==> src/rtl/sss_pkg.sv <==
package sss_pkg;
    localparam int REG_W         = 5;
    localparam int ELEM_BITS     = 64;
    localparam int ELEM_SHIFT    = 3;   // log2 of bytes per element
    localparam int SP_ALIGN_BITS = 4;   // stack base must be 16-byte aligned

    typedef logic [REG_W-1:0] vreg_t;

    typedef enum logic {
        GRP_PAIR = 1'b0,
        GRP_QUAD = 1'b1
    } grp_mode_e;
endpackage

==> src/rtl/sss_reg_plan.sv <==
module sss_reg_plan
    import sss_pkg::*;
(
    input  logic      hi,
    input  logic [2:0] zt,
    input  grp_mode_e mode,
    output vreg_t     first_reg,
    output vreg_t     reg_stride
);
    always_comb begin
        if (mode == GRP_QUAD) begin
            first_reg  = {hi, 2'b00, zt[1:0]};
            reg_stride = vreg_t'(4);
        end else begin
            first_reg  = {hi, 1'b0, zt};
            reg_stride = vreg_t'(8);
        end
    end
endmodule

==> src/rtl/sss_start_addr.sv <==
module sss_start_addr
    import sss_pkg::*;
#(
    parameter int ADDR_W = 64
) (
    input  logic [ADDR_W-1:0] base,
    input  logic [ADDR_W-1:0] index,
    input  logic              base_is_sp,
    output logic [ADDR_W-1:0] start,
    output logic              misaligned
);
    always_comb begin
        start      = base + (index << ELEM_SHIFT);
        misaligned = base_is_sp && (base[SP_ALIGN_BITS-1:0] != '0);
    end
endmodule

==> src/rtl/sss_slot_pick.sv <==
module sss_slot_pick
    import sss_pkg::*;
#(
    parameter int VLEN   = 128,
    parameter int MASK_W = 8,
    parameter int SLOT_W = 3
) (
    input  logic [MASK_W-1:0]    mask,
    input  logic [SLOT_W-1:0]    slot,
    input  logic [VLEN-1:0]      rf_data,
    output logic                 active,
    output logic [ELEM_BITS-1:0] elem_data,
    output logic                 reg_end
);
    localparam int ELEMS  = VLEN / ELEM_BITS;
    localparam int EIDX_W = $clog2(ELEMS);

    logic [ELEM_BITS-1:0] lanes [ELEMS];
    logic [EIDX_W-1:0]    eidx;

    for (genvar g = 0; g < ELEMS; g++) begin : g_lane
        assign lanes[g] = rf_data[g*ELEM_BITS +: ELEM_BITS];
    end

    always_comb begin
        eidx      = slot[EIDX_W-1:0];
        elem_data = lanes[eidx];
        active    = mask[slot];
        reg_end   = (eidx == EIDX_W'(ELEMS - 1));
    end
endmodule

==> src/rtl/strided_store_seq.sv <==
module strided_store_seq
    import sss_pkg::*;
#(
    parameter int VLEN   = 128,
    parameter int ADDR_W = 64
) (
    input  logic                       clk,
    input  logic                       rst_n,
    input  logic                       req_valid,
    output logic                       req_ready,
    input  logic [ADDR_W-1:0]          req_base,
    input  logic [ADDR_W-1:0]          req_index,
    input  logic                       req_hi,
    input  logic [2:0]                 req_zt,
    input  logic                       req_quad,
    input  logic                       req_base_is_sp,
    input  logic [4*VLEN/64-1:0]       req_mask,
    output logic [4:0]                 rf_addr,
    input  logic [VLEN-1:0]            rf_data,
    output logic                       wr_valid,
    input  logic                       wr_ready,
    output logic [ADDR_W-1:0]          wr_addr,
    output logic [63:0]                wr_data,
    output logic                       busy,
    output logic                       done,
    output logic                       fault
);
    localparam int ELEMS     = VLEN / ELEM_BITS;
    localparam int MASK_W    = 4 * ELEMS;
    localparam int SLOT_W    = $clog2(MASK_W);
    localparam int BYTES     = ELEM_BITS / 8;
    localparam logic [SLOT_W-1:0] LAST_PAIR = SLOT_W'(2 * ELEMS - 1);
    localparam logic [SLOT_W-1:0] LAST_QUAD = SLOT_W'(4 * ELEMS - 1);

    typedef struct packed {
        logic              busy;
        logic              done;
        logic              fault;
        grp_mode_e         mode;
        vreg_t             reg_cur;
        vreg_t             stride;
        logic [SLOT_W-1:0] slot;
        logic [ADDR_W-1:0] addr;
        logic [MASK_W-1:0] mask;
    } seq_state_t;

    seq_state_t st_d, st_q;

    grp_mode_e            req_mode;
    vreg_t                first_reg, reg_stride;
    logic [ADDR_W-1:0]    start_addr;
    logic                 misaligned;
    logic                 slot_active, slot_reg_end;
    logic [ELEM_BITS-1:0] slot_data;
    logic                 slot_done, slot_last;

    assign req_mode = req_quad ? GRP_QUAD : GRP_PAIR;

    sss_reg_plan u_plan (
        .hi         (req_hi),
        .zt         (req_zt),
        .mode       (req_mode),
        .first_reg  (first_reg),
        .reg_stride (reg_stride)
    );

    sss_start_addr #(.ADDR_W(ADDR_W)) u_start (
        .base       (req_base),
        .index      (req_index),
        .base_is_sp (req_base_is_sp),
        .start      (start_addr),
        .misaligned (misaligned)
    );

    sss_slot_pick #(.VLEN(VLEN), .MASK_W(MASK_W), .SLOT_W(SLOT_W)) u_pick (
        .mask      (st_q.mask),
        .slot      (st_q.slot),
        .rf_data   (rf_data),
        .active    (slot_active),
        .elem_data (slot_data),
        .reg_end   (slot_reg_end)
    );

    always_comb begin
        st_d       = st_q;
        st_d.done  = 1'b0;
        st_d.fault = 1'b0;
        slot_done  = st_q.busy && (!slot_active || wr_ready);
        slot_last  = (st_q.slot == ((st_q.mode == GRP_QUAD) ? LAST_QUAD : LAST_PAIR));

        if (!st_q.busy) begin
            if (req_valid) begin
                if (misaligned) begin
                    st_d.done  = 1'b1;
                    st_d.fault = 1'b1;
                end else begin
                    st_d.busy    = 1'b1;
                    st_d.mode    = req_mode;
                    st_d.reg_cur = first_reg;
                    st_d.stride  = reg_stride;
                    st_d.slot    = '0;
                    st_d.addr    = start_addr;
                    st_d.mask    = req_mask;
                end
            end
        end else if (slot_done) begin
            st_d.addr = st_q.addr + ADDR_W'(BYTES);
            if (slot_last) begin
                st_d.busy = 1'b0;
                st_d.done = 1'b1;
            end else begin
                st_d.slot = st_q.slot + 1'b1;
                if (slot_reg_end) begin
                    st_d.reg_cur = st_q.reg_cur + st_q.stride;
                end
            end
        end
    end

    always_ff @(posedge clk or negedge rst_n) begin
        if (!rst_n) begin
            st_q <= '0;
        end else begin
            st_q <= st_d;
        end
    end

    assign req_ready = !st_q.busy;
    assign rf_addr   = st_q.reg_cur;
    assign wr_valid  = st_q.busy && slot_active;
    assign wr_addr   = st_q.addr;
    assign wr_data   = slot_data;
    assign busy      = st_q.busy;
    assign done      = st_q.done;
    assign fault     = st_q.fault;
endmodule

==> config.mk <==
export PLATFORM = sky130hd
export DESIGN_NAME = strided_store_seq
export DESIGN_NICKNAME = d
export VERILOG_FILES = /design/src/rtl/sss_pkg.sv /design/src/rtl/sss_reg_plan.sv /design/src/rtl/sss_start_addr.sv /design/src/rtl/sss_slot_pick.sv /design/src/rtl/strided_store_seq.sv
export SDC_FILE = /design/constraint.sdc
export NUM_CORES = 1
export LEC_CHECK = 0
export BUFFER_PORTS_ARGS = -buffer_cell sky130_fd_sc_hd__buf_2
export CORE_AREA = 2 2 158 160
export DETAILED_ROUTE_END_ITERATION = 16
export DIE_AREA = 0 0 160 162
export PLACE_DENSITY = 0.77
export SKIP_CTS_REPAIR_TIMING = 1
export SYNTH_ARGS = -nofsm -noshare
export SYNTH_HDL_FRONTEND = slang
export SYNTH_HIERARCHICAL = 1
export SYNTH_SLANG_ARGS = --single-unit
export TNS_END_PERCENT = 5
==> constraint.sdc <==
create_clock -name clk -period 3 [get_ports clk]
set_clock_uncertainty 0.2 [all_clocks]
set_input_delay 0.6 -clock clk [delete_from_list [all_inputs] [get_ports clk]]
set_output_delay 0.6 -clock clk [all_outputs]
set_load 0.01 [all_outputs]
; Word-level counts from Yosys, hierarchy flattened
; Index checks and enable logic that the tools add are counted.
[word_totals]
wordCells = 59
regBits = 89
[op_classes]
bitwise = 3
addsub = 4
n_reduce_logical = 12
eq_ne = 5
order_cmp = 2
muxes = 24
[ops]
columns = op, n
row1 = two-way mux 64 bit, 3
row2 = two-way mux 67 bit, 2
row3 = two-way mux 89 bit, 1
row4 = two-way mux 86 bit, 1
row5 = "adder 64 x 4 -> 64 bit, second input constant", 1
row6 = adder 64 bit, 1
row7 = two-way mux 5 bit, 4
row8 = two-way mux 2 bit, 5
row9 = two-way mux 3 bit, 3
row10 = "inequality test 2 bit, second input constant", 3
row11 = AND reduction 3 bit, 2
row12 = adder 5 bit, 1
row13 = AND reduction 5 bit, 1
row14 = "less-than comparator 3 x 4 -> 1 bit, second input constant", 1
row15 = two-way mux 4 bit, 1
row16 = AND reduction 4 bit, 1
row17 = nonzero test 4 bit, 1
row18 = "adder 3 x 1 -> 3 bit, second input constant", 1
row19 = binary-select mux 1 bit (select 3 bit), 1
row20 = == test 3 bit, 1
row21 = logical AND 1 bit, 3
row22 = two-way mux 1 bit, 3
row23 = "greater-or-equal comparator 2 bit, second input constant", 1
row24 = logical NOT 1 bit, 2
row25 = other kinds (5), 6

; Logic depth before layout (Yosys ltp)
; Gate-level depths: netlist of run 1.
[depth]
word_depth = 7
depth_mapped = 15
depth_no_buf = 14

; Cells and area by module
; The synthesis of run 1 kept the hierarchy.
[by_module_without_submodules]
columns = module, seq_area_each_um2, cells_per_inst, instances, area_per_inst_um2
row1 = strided_store_seq, 2227.1, 707, 1, 5830.6
row2 = sss_start_addr, 0.0, 521, 1, 3588.4
row3 = sss_slot_pick, 0.0, 75, 1, 838.3
row4 = sss_reg_plan, 0.0, 11, 1, 73.8

; Least setup slack after synthesis of run 1
; No wires, ideal clock.
[synth_path]
path_type = in2reg
start = in req_base[3]
end = reg st_q (netlist bit wr_addr[57])
stages = 12
slack_ns = -0.438
setup_ns = 0.126
t_arrival_ns = 3.112
path_buffers = 0
cell_sequence = ha_1 > fa_1 > a21oi_1 > nand4b_1 > a21oi_1 > o31a_1 > a21boi_1 > o21ai_1 > a21boi_1 > o31ai_1 > xor2_1 > a221o_1
[synth_via]
elab_chain_len = 4
elab_cells_between_ends = 8
classes_between = add/sub: 1 / eq/ne: 1 / mux: 3 / reduce/logical: 3
[synth_lines]
columns = element, line
row1 = from (decl), strided_store_seq.sv:11  ; input logic [ADDR_W-1:0] req_base,
row2 = adder 64 bit, sss_start_addr.sv:13  ; start = base + (index << ELEM_SHIFT);
row3 = via start_addr[57], strided_store_seq.sv:51  ; logic [ADDR_W-1:0] start_addr;
row4 = two-way mux 86 bit, strided_store_seq.sv:93  ; if (misaligned) begin
row5 = two-way mux 89 bit, strided_store_seq.sv:92  ; if (req_valid) begin
row6 = two-way mux 67 bit, strided_store_seq.sv:91  ; if (!st_q.busy) begin
row7 = to (signal assigned), strided_store_seq.sv:124  ; st_q <= st_d;
row8 = to (decl), strided_store_seq.sv:47  ; seq_state_t st_d, st_q;
; The timed path passes the listed nets, and every way through them passes these cells. The select of a mux whose other input is x is not followed.
; A chain may end at the register's enable or synchronous reset.

; Worst setup path after layout of run 1
[layout_path]
start = in req_base[3]
end = reg st_q (netlist bit wr_addr[61])
; The elaborated chain is that of the path after synthesis.

==> results.toml, run 1 <==
[clock_tree]
clkSlewWorstSetupHoldPaths_ps = 70
cts.sinks = 89
clkLatencyLatePin_ps = 340
cts-htree-levels = 3
clk_path_buf_depth = 2
cts_tree = "done"
cts-root-buf = "clkbuf_16"
cts-buffers-inserted = 9

[worst_setup_path]
end_kind = "register"
rr_worst_depth = 11
cp_max_fo = 3
reg2reg_from = "wr_addr[3]"
r2r_setup_slack_ps = -140
worstPathArrival_ps = 3280
required_ps = 3030
crit_type = "in -> reg"
crit_path_start_kind = "primary input"
regToRegEndpoint = "wr_addr[57]"

[floorplan]
dieWidth_um = 160
core_um2 = 24100
die_h_um = 162
rows = 57
start_util = 0.429
die-area_um2 = 25900
io_pins = 412

[cells_and_area]
area.sequential_um2 = 2230
fill_cells = 2168
final_cells = 2169
utilization = 0.602
nets = 2183
fin_area_um2 = 14500
area_delta_synth_final_pct = 40.4
final_common_cell = "buf_2"
layout_common_cells = "buf_2 (405), buf_4 (247), nand2_1 (165), a21oi_1 (97), dfrtp_1 (87)"
drive_above_1_share = 0.443
multiInputGateArea_um2 = 7450

[synth]
synthFlopType = "dfrtp_1"
ys_types = 85
synth_top_area_share = 0.216
async_flop_share = 1.00
ys_warn_count = 6
postSynthCellCount = 1314
synth_area_leaders = "dfrtp_1 (22%), ha_1 (8.0%), mux2_2 (7.6%)"
synth_edf_count = 0
synth.avg_cell_area_um2 = 7.86
ys_ff_latch = 89
synth-seq-area-share = 0.216
synth_top_area_cell = "dfrtp_1"
synth_area_um2 = 10300

[power]
p_sw_mw = 4.72
power_density_nw_per_um2 = 690
sw_frac_of_total = 0.472
clkPwrFrac = 0.112
p_comb_frac = 0.642
intPower_mw = 5.28
ir_drop_v = 0.000470
total_power_mw = 10.0
pwr-share-seq = 0.246
leakagePower_nw = 6.90

[drt]
drtPass1Iterations = 7
wl_met2_mm = 19.9
vias = 12200
route.detailed.drc = 0
drt-met1-wl_mm = 16.5
drt_wl_total_mm = 42.0
wl_met3_mm = 3.55
viasPerCell = 5.64
drt-wirelength-per-cell_um = 19.4
first_iter_violations = 812
drtAntennaViolNets = 0
routed.top_layer = "met4"

[worst_hold_path]
worstHoldEndpoint = "st_q[7]"
worstHoldStart = "req_mask[7]"
min_path_type = "in -> reg"
min_path_cells = 3

[place]
placed_cell_area_um2 = 14000
gp_congestion = 0.954
dp_hpwl_mm = 34.0
placedCellCount = 2148
portBuffers = 408

[grt]
antenna_found_initial = 2
grt_pass1_vias = 11600
grt_pass1_wl_mm = 63.3
grt_usage = 0.308
grt_max_degree = 65
grt-ovfl-total = 0

[sta]
maxSlewHeadroom = 0.483
setup_ws_ps = -246
rsz0062_at_grt = "true"
hold_viol = 0
drv_slew = 0
tightest_slew_ps = 775
finalSetupViolations = 26
timing.fmax_mhz = 308
post-route-min-period_ps = 3250
finalCritPeriodShare = 1.08

[run]
maxCapViolations = 0

[status]
failed_checks = "negative setup slack"
status = "complete, but fails checks"
## metrics by stage
step / setup slack, ps / hold WS [ps] / setup TNS (ps)
3_5_place_dp: -660 / 261 / -16550
2_1_floorplan: -171 / 104 / -1670
6_report: -246 / 248 / -2560
3_3_place_gp: -646 / 250 / -14710
5_1_grt: -368 / 261 / -5580
4_1_cts: -327 / -95.2 / -4550
## state kept, by name, summed over array words and instances, names as in the netlist
| signal | cells |
|---|---|
| rf_addr | 5 |
| st_q | 17 |
| busy | 1 |
| done | 1 |
| wr_addr | 64 |
| fault | 1 |
## final cells by class
type | instances | area share
multi-input cells | 1044 | 0.514
clock buffers | 9 | 0.0155
repair buffers | 659 | 0.275
clock inverters | 4 | 0.00328
flip-flops and latches | 89 | 0.154
well taps | 324 | 0.0280
inverters | 38 | 0.00983
diodes | 2 | 0.000345
## routing by layer
metal,global-route usage,vias up
li1,-,5819
met1,0.374,5685
met2,0.524,624
met3,0.0567,116
met4,0.158,0
met5,0,-
## critical path: stages
cell and delay, ps:
buf_6 100, ha_4 150, fa_2 350, a21oi_2 160, nand4b_1 270, a21oi_2 80
and3b_2 280, o31ai_4 90, a311oi_2 380, o21ai_2 130, a211oi_2 260, xnor2_1 100
a221o_1 320
## worst max path at each step
stage	end	start
floorplan	wr_addr[61]	req_base[3]
global placement	wr_addr[61]	req_base[3]
detailed placement	wr_addr[61]	req_base[3]
CTS	wr_addr[61]	req_base[3]
global route	wr_addr[49]	req_base[3]
finish	wr_addr[61]	req_base[3]
## cells in the mapped netlist, types with 11 or more instances
master	instances
mux2i_1	18
clkbuf_1	49
ha_1	66
a22oi_1	11
buf_4	87
o21ai_0	57
o211ai_1	12
and3_1	15
o21bai_1	15
nor4_1	17
nand4_1	45
a221o_1	12
or3_1	11
mux2_2	70
o22ai_1	12
a21o_1	26
inv_1	38
a21oi_1	108
xor2_1	22
o21a_1	21
nor2_1	71
nand3_1	44
nand2_1	166
dfrtp_1	89
nor3_1	38
xnor2_1	40
## power groups by stage
stage / registers, mW / clock network, mW / logic (mW)
2_1_floorplan: 2.30 / 0 / 4.20
6_report: 2.46 / 1.12 / 6.43
3_3_place_gp: 2.42 / 0 / 6.09
3_5_place_dp: 2.44 / 0 / 6.23
5_1_grt: 2.55 / 1.18 / 6.94
4_1_cts: 2.43 / 1.13 / 6.26
## kinds of logic (layout without fill, tap and decap cells)
family	Yosys count	after routing	synth area share
mux	90	90	0.0985
xor+xnor	62	62	0.0526
flops	89	89	0.216
other cells	1	6	0.000363
buf+inv	184	710	0.0991
simple gates	468	468	0.223
compound gates	352	352	0.227
fa+ha+maj	68	68	0.0838
Power figures use the tool's default switching activity.
==> run 2: changes to the inputs <==
REMOVE_ABC_BUFFERS = 1   (was default)
==> run 2 against run 1 <==
The flow still finishes with violations (negative setup slack). Largest cell class unchanged. Combinational power is 2% higher. Sequential share of layout area decreased by 0.19 points. Total power grew 2.0%. Via count increased by 0.92%. First-iteration DRC count fell by 1.4%. Largest power group unchanged. Highest routed layer is now met5. Register-to-register slack about the same. Critical path depth grew 1. Hold slack got worse by 250 ps. Design area up 1.3%.
==> results.toml, run 2 (synthesis results as in run 1) <==
[sta]
hold_ws_ps = 2.44
timing.fmax_mhz = 304
rsz0062_at_grt = "true"
maxSlewHeadroom = 0.494
tightest_slew_ps = 758
post-route-min-period_ps = 3290
drv_slew = 0
finalCritPeriodShare = 1.10
hold_viol = 0
setup_ws_ps = -293
finalSetupViolations = 30

[floorplan]
dieWidth_um = 160
core_um2 = 24100
rows = 57
die-area_um2 = 25900
die_h_um = 162
start_util = 0.429
io_pins = 412

[clock_tree]
cts.sinks = 89
cts-root-buf = "clkbuf_16"
cts_tree = "done"
cts-buffers-inserted = 9
clkLatencyLatePin_ps = 350
clk_path_buf_depth = 2
cts-htree-levels = 3
clkSlewWorstSetupHoldPaths_ps = 70

[grt]
grt-ovfl-total = 0
grt_pass1_vias = 12000
grt_pass1_wl_mm = 64.1
antenna_found_initial = 2
grt_max_degree = 65
grt_usage = 0.308

[cells_and_area]
layout_common_cells = "buf_2 (405), buf_4 (260), nand2_1 (164), a21oi_1 (98), dfrtp_1 (87)"
final_common_cell = "buf_2"
largest_reg_flops = 64
nets = 2199
area_delta_synth_final_pct = 42.2
drive_above_1_share = 0.452
area.sequential_um2 = 2230
fill_cells = 2194
multiInputGateArea_um2 = 7460

[drt]
first_iter_violations = 801
viasPerCell = 5.65
vias = 12400
drtPass1Iterations = 8
drt-wirelength-per-cell_um = 19.1
drt_wl_total_mm = 41.8
drtAntennaViolNets = 0
route.detailed.drc = 0

[power]
leakagePower_nw = 7.04
ir_drop_v = 0.000444
power_density_nw_per_um2 = 695
total_power_mw = 10.2

[place]
pre_cts_slack_ps = -928
dp_hpwl_mm = 33.6
gp_congestion = 0.954
portBuffers = 408

[worst_setup_path]
cp-startpoint = "req_base[3]"
worstPathArrival_ps = 3330
cp_common_cell = "a21oi_2"
cp_max_fo = 2
end_kind = "register"
crit_type = "in -> reg"
worstPathCellList = "buf_8, ha_4, fa_2, a21oi_2, nand4b_1, a21oi_2, and3b_2, o31ai_4, a311oi_2, buf_4, o21ai_4, a211oi_2, xnor2_1, a221o_1"
path_buf_inv = 2
reg2reg_from = "st_q[72]"
crit_path_start_kind = "primary input"
max_stage_delay_ps = 370
r2r_setup_slack_ps = -150
crit_family = "compound AO/OA/AOI/OAI gates"
required_ps = 3040
cpMaxStageDelayCell = "fa_2"

[status]
failed_checks = "negative setup slack"
status = "complete, but fails checks"

[run]
maxCapViolations = 0

[worst_hold_path]
min_path_type = "in -> async"
-- run 2: area by class of cell --
class	count	share of cell area
antenna	1	0.000170
clock buffer	10	0.0163
clock inverter	5	0.00537
inverter	38	0.00971
multi-input combinational	1044	0.508
sequential	89	0.152
tap	324	0.0276
timing repair buffer	675	0.281
-- run 2: routing by layer --
| metal | global-route usage | vias to the layer above | share of wire |
|---|---|---|---|
| met3 | 0.0636 | 141 | 0.080 |
| met4 | 0.173 | 2 | 0.060 |
| met1 | 0.364 | 5717 | 0.38 |
| li1 | - | 5869 | - |
| met5 | 0 | - | 0.00031 |
| met2 | 0.523 | 628 | 0.48 |
-- run 2: final timing paths --
kind	cells after the start	endpoint
setup / recovery	14	wr_addr[61]
hold / removal	1	wr_addr[63]
setup reg to reg	8	wr_addr[62]
hold reg to reg	2	st_q[2]
max in group asynchronous	2	busy
min in group clk	3	st_q[2]
-- run 2: worst reg2reg max path, stage by stage, from the launching register on --
cell      delay (ps)
dfrtp_2          410
mux4_2           520
mux2_4           310
nand2b_4          90
nand2_4           50
or4_4            430
or3_4            460
or4_4            530
nand3_1           90
-- run 2: where the power goes --
group | switching (mW) | internal, mW
logic | 3.63 | 2.93
registers | 0.636 | 1.77
clock network | 0.492 | 0.749
total | 4.76 | 5.45
-- run 2: through the flow --
stage / instances / TNS, ps / utilization / cell area (um^2)
after floorplan: 1171 / -407070 / - / 9460
final: 2186 / -4200 / 0.609 / 14700
after CTS: 2179 / -11050 / 0.591 / 14300
after detailed placement: 2164 / -25910 / 0.578 / 13900
after global routing: 2186 / -7150 / 0.609 / 14700
after global placement: 2164 / -22300 / 0.578 / 13900
==> run 3: changes to the inputs <==
CAP_MARGIN = 20   (was default)
PLACE_DENSITY = 0.76   (was 0.77)
==> run 3 against run 2 <==
The flow still finishes with violations (negative setup slack). Hold slack improved by 56 ps. Combinational power decreased by 2%. Die area unchanged. Via count decreased by 1.3%. Global-route usage decreased by 0.59 points. Register-to-register slack got worse by 140 ps. Flip-flop and latch count unchanged. Count of clock-buffer cells in the layout unchanged. Cell count decreased by 0.50%. Total power decreased by 1.6%. Routed wire length decreased by 1.2%. Utilization decreased by 1.1 points. Largest cell class unchanged.
==> results.toml, run 3 (synthesis results as in run 1) <==
[worst_setup_path]
worstPathArrival_ps = 3370
r2r_setup_slack_ps = -290
max_stage_delay_ps = 550
end_kind = "register"
cp_max_fo = 5
path_buf_inv = 0
crit_path_start_kind = "register"
regToRegEndpoint = "wr_addr[58]"
crit_type = "reg -> reg"
crit_family = "simple AND/OR/NAND/NOR gates"
cpMaxStageDelayCell = "or4_4"
reg2reg_from = "st_q[72]"
required_ps = 3080
rr_worst_depth = 8
worstPathCellList = "mux4_2, mux2_4, nand2b_4, nand2_2, or4_4, or3_4, or4_1, nand3_1"

[sta]
drv_slew = 0
hold_ws_ps = 58.4
finalSetupViolations = 29
rsz0062_at_grt = "true"
tightest_slew_ps = 765
hold_viol = 0
post-route-min-period_ps = 3290
maxSlewHeadroom = 0.490
setup_ws_ps = -290
finalCritPeriodShare = 1.10
timing.fmax_mhz = 304

[power]
power_density_nw_per_um2 = 697
total_power_mw = 10.0
ir_drop_v = 0.000444
leakagePower_nw = 6.94

[cells_and_area]
final_cells = 2175
largest_reg_flops = 64
final_common_cell = "buf_2"
drive_above_1_share = 0.439
area_delta_synth_final_pct = 39.5
layout_common_cells = "buf_2 (405), buf_4 (250), nand2_1 (165), a21oi_1 (97), dfrtp_1 (87)"
nets = 2186
fin_area_um2 = 14400

[run]
maxCapViolations = 0

[drt]
first_iter_violations = 721
drtPass1Iterations = 9
viasPerCell = 5.61
drtAntennaViolNets = 0
drt_wl_total_mm = 41.3
vias = 12200
route.detailed.drc = 0
drt-wirelength-per-cell_um = 19.0

[grt]
grt_pass1_vias = 11700
grt_usage = 0.302
antenna_found_initial = 3
grt_max_degree = 65
grt_pass1_wl_mm = 62.7
grt-ovfl-total = 0

[worst_hold_path]
min_path_type = "in -> async"

[clock_tree]
cts-htree-levels = 3
clkSlewWorstSetupHoldPaths_ps = 70
cts_tree = "done"
cts-buffers-inserted = 9
cts-root-buf = "clkbuf_16"
clk_path_buf_depth = 2
cts.sinks = 89
clkLatencyLatePin_ps = 350

[place]
placed_cell_area_um2 = 13800
pre_cts_slack_ps = -855
gp_congestion = 0.980
dp_hpwl_mm = 33.5
portBuffers = 408
placedCellCount = 2153

[floorplan]
dieWidth_um = 160
rows = 57
io_pins = 412
start_util = 0.429
core_um2 = 24100
die_h_um = 162
die-area_um2 = 25900

[status]
failed_checks = "negative setup slack"
status = "complete, but fails checks"
## run 3: through the flow
| stage | utilization | setup TNS (ps) |
|---|---|---|
| after floorplan | - | -407070 |
| after global placement | 0.574 | -21320 |
| after detailed placement | 0.574 | -23870 |
| after CTS | 0.587 | -9900 |
| after global routing | 0.598 | -7390 |
| final | 0.598 | -4510 |
## run 3: worst max path at each step
stage,start,end,slack [ps],cells past startpoint
3_3_place_gp,req_base[3],wr_addr[61],-830,15
3_5_place_dp,req_base[3],wr_addr[61],-860,15
6_report,st_q[72],wr_addr[58],-290,8
4_1_cts,req_base[3],wr_addr[61],-500,15
5_1_grt,req_index[0],wr_addr[61],-370,14
2_1_floorplan,req_base[1],wr_addr[15],-6780,7
## run 3: cell type report
| type | instances | area, um^2 |
|---|---|---|
| Inverter | 38 | 143 |
| Sequential cell | 89 | 2230 |
| Tap cell | 324 | 405 |
| Antenna cell | 2 | 5.00 |
| Clock inverter | 6 | 73.8 |
| Multi-Input combinational cell | 1044 | 7300 |
| Clock buffer | 10 | 239 |
| Timing Repair Buffer | 662 | 4010 |
| Fill cell | 2225 | 9690 |
## run 3: per-layer routing
layer | up-vias | part of all wire | track usage
met4 | 2 | 0.047 | 0.143
met3 | 109 | 0.073 | 0.0467
met1 | 5652 | 0.39 | 0.361
li1 | 5833 | - | -
met2 | 597 | 0.49 | 0.533
met5 | - | 0.00022 | 0
## run 3: where the power goes
group	internal (mW)	switching (mW)	total, mW
Clock	0.680	0.532	1.21
Combinational	2.86	3.55	6.41
Sequential	1.77	0.649	2.42
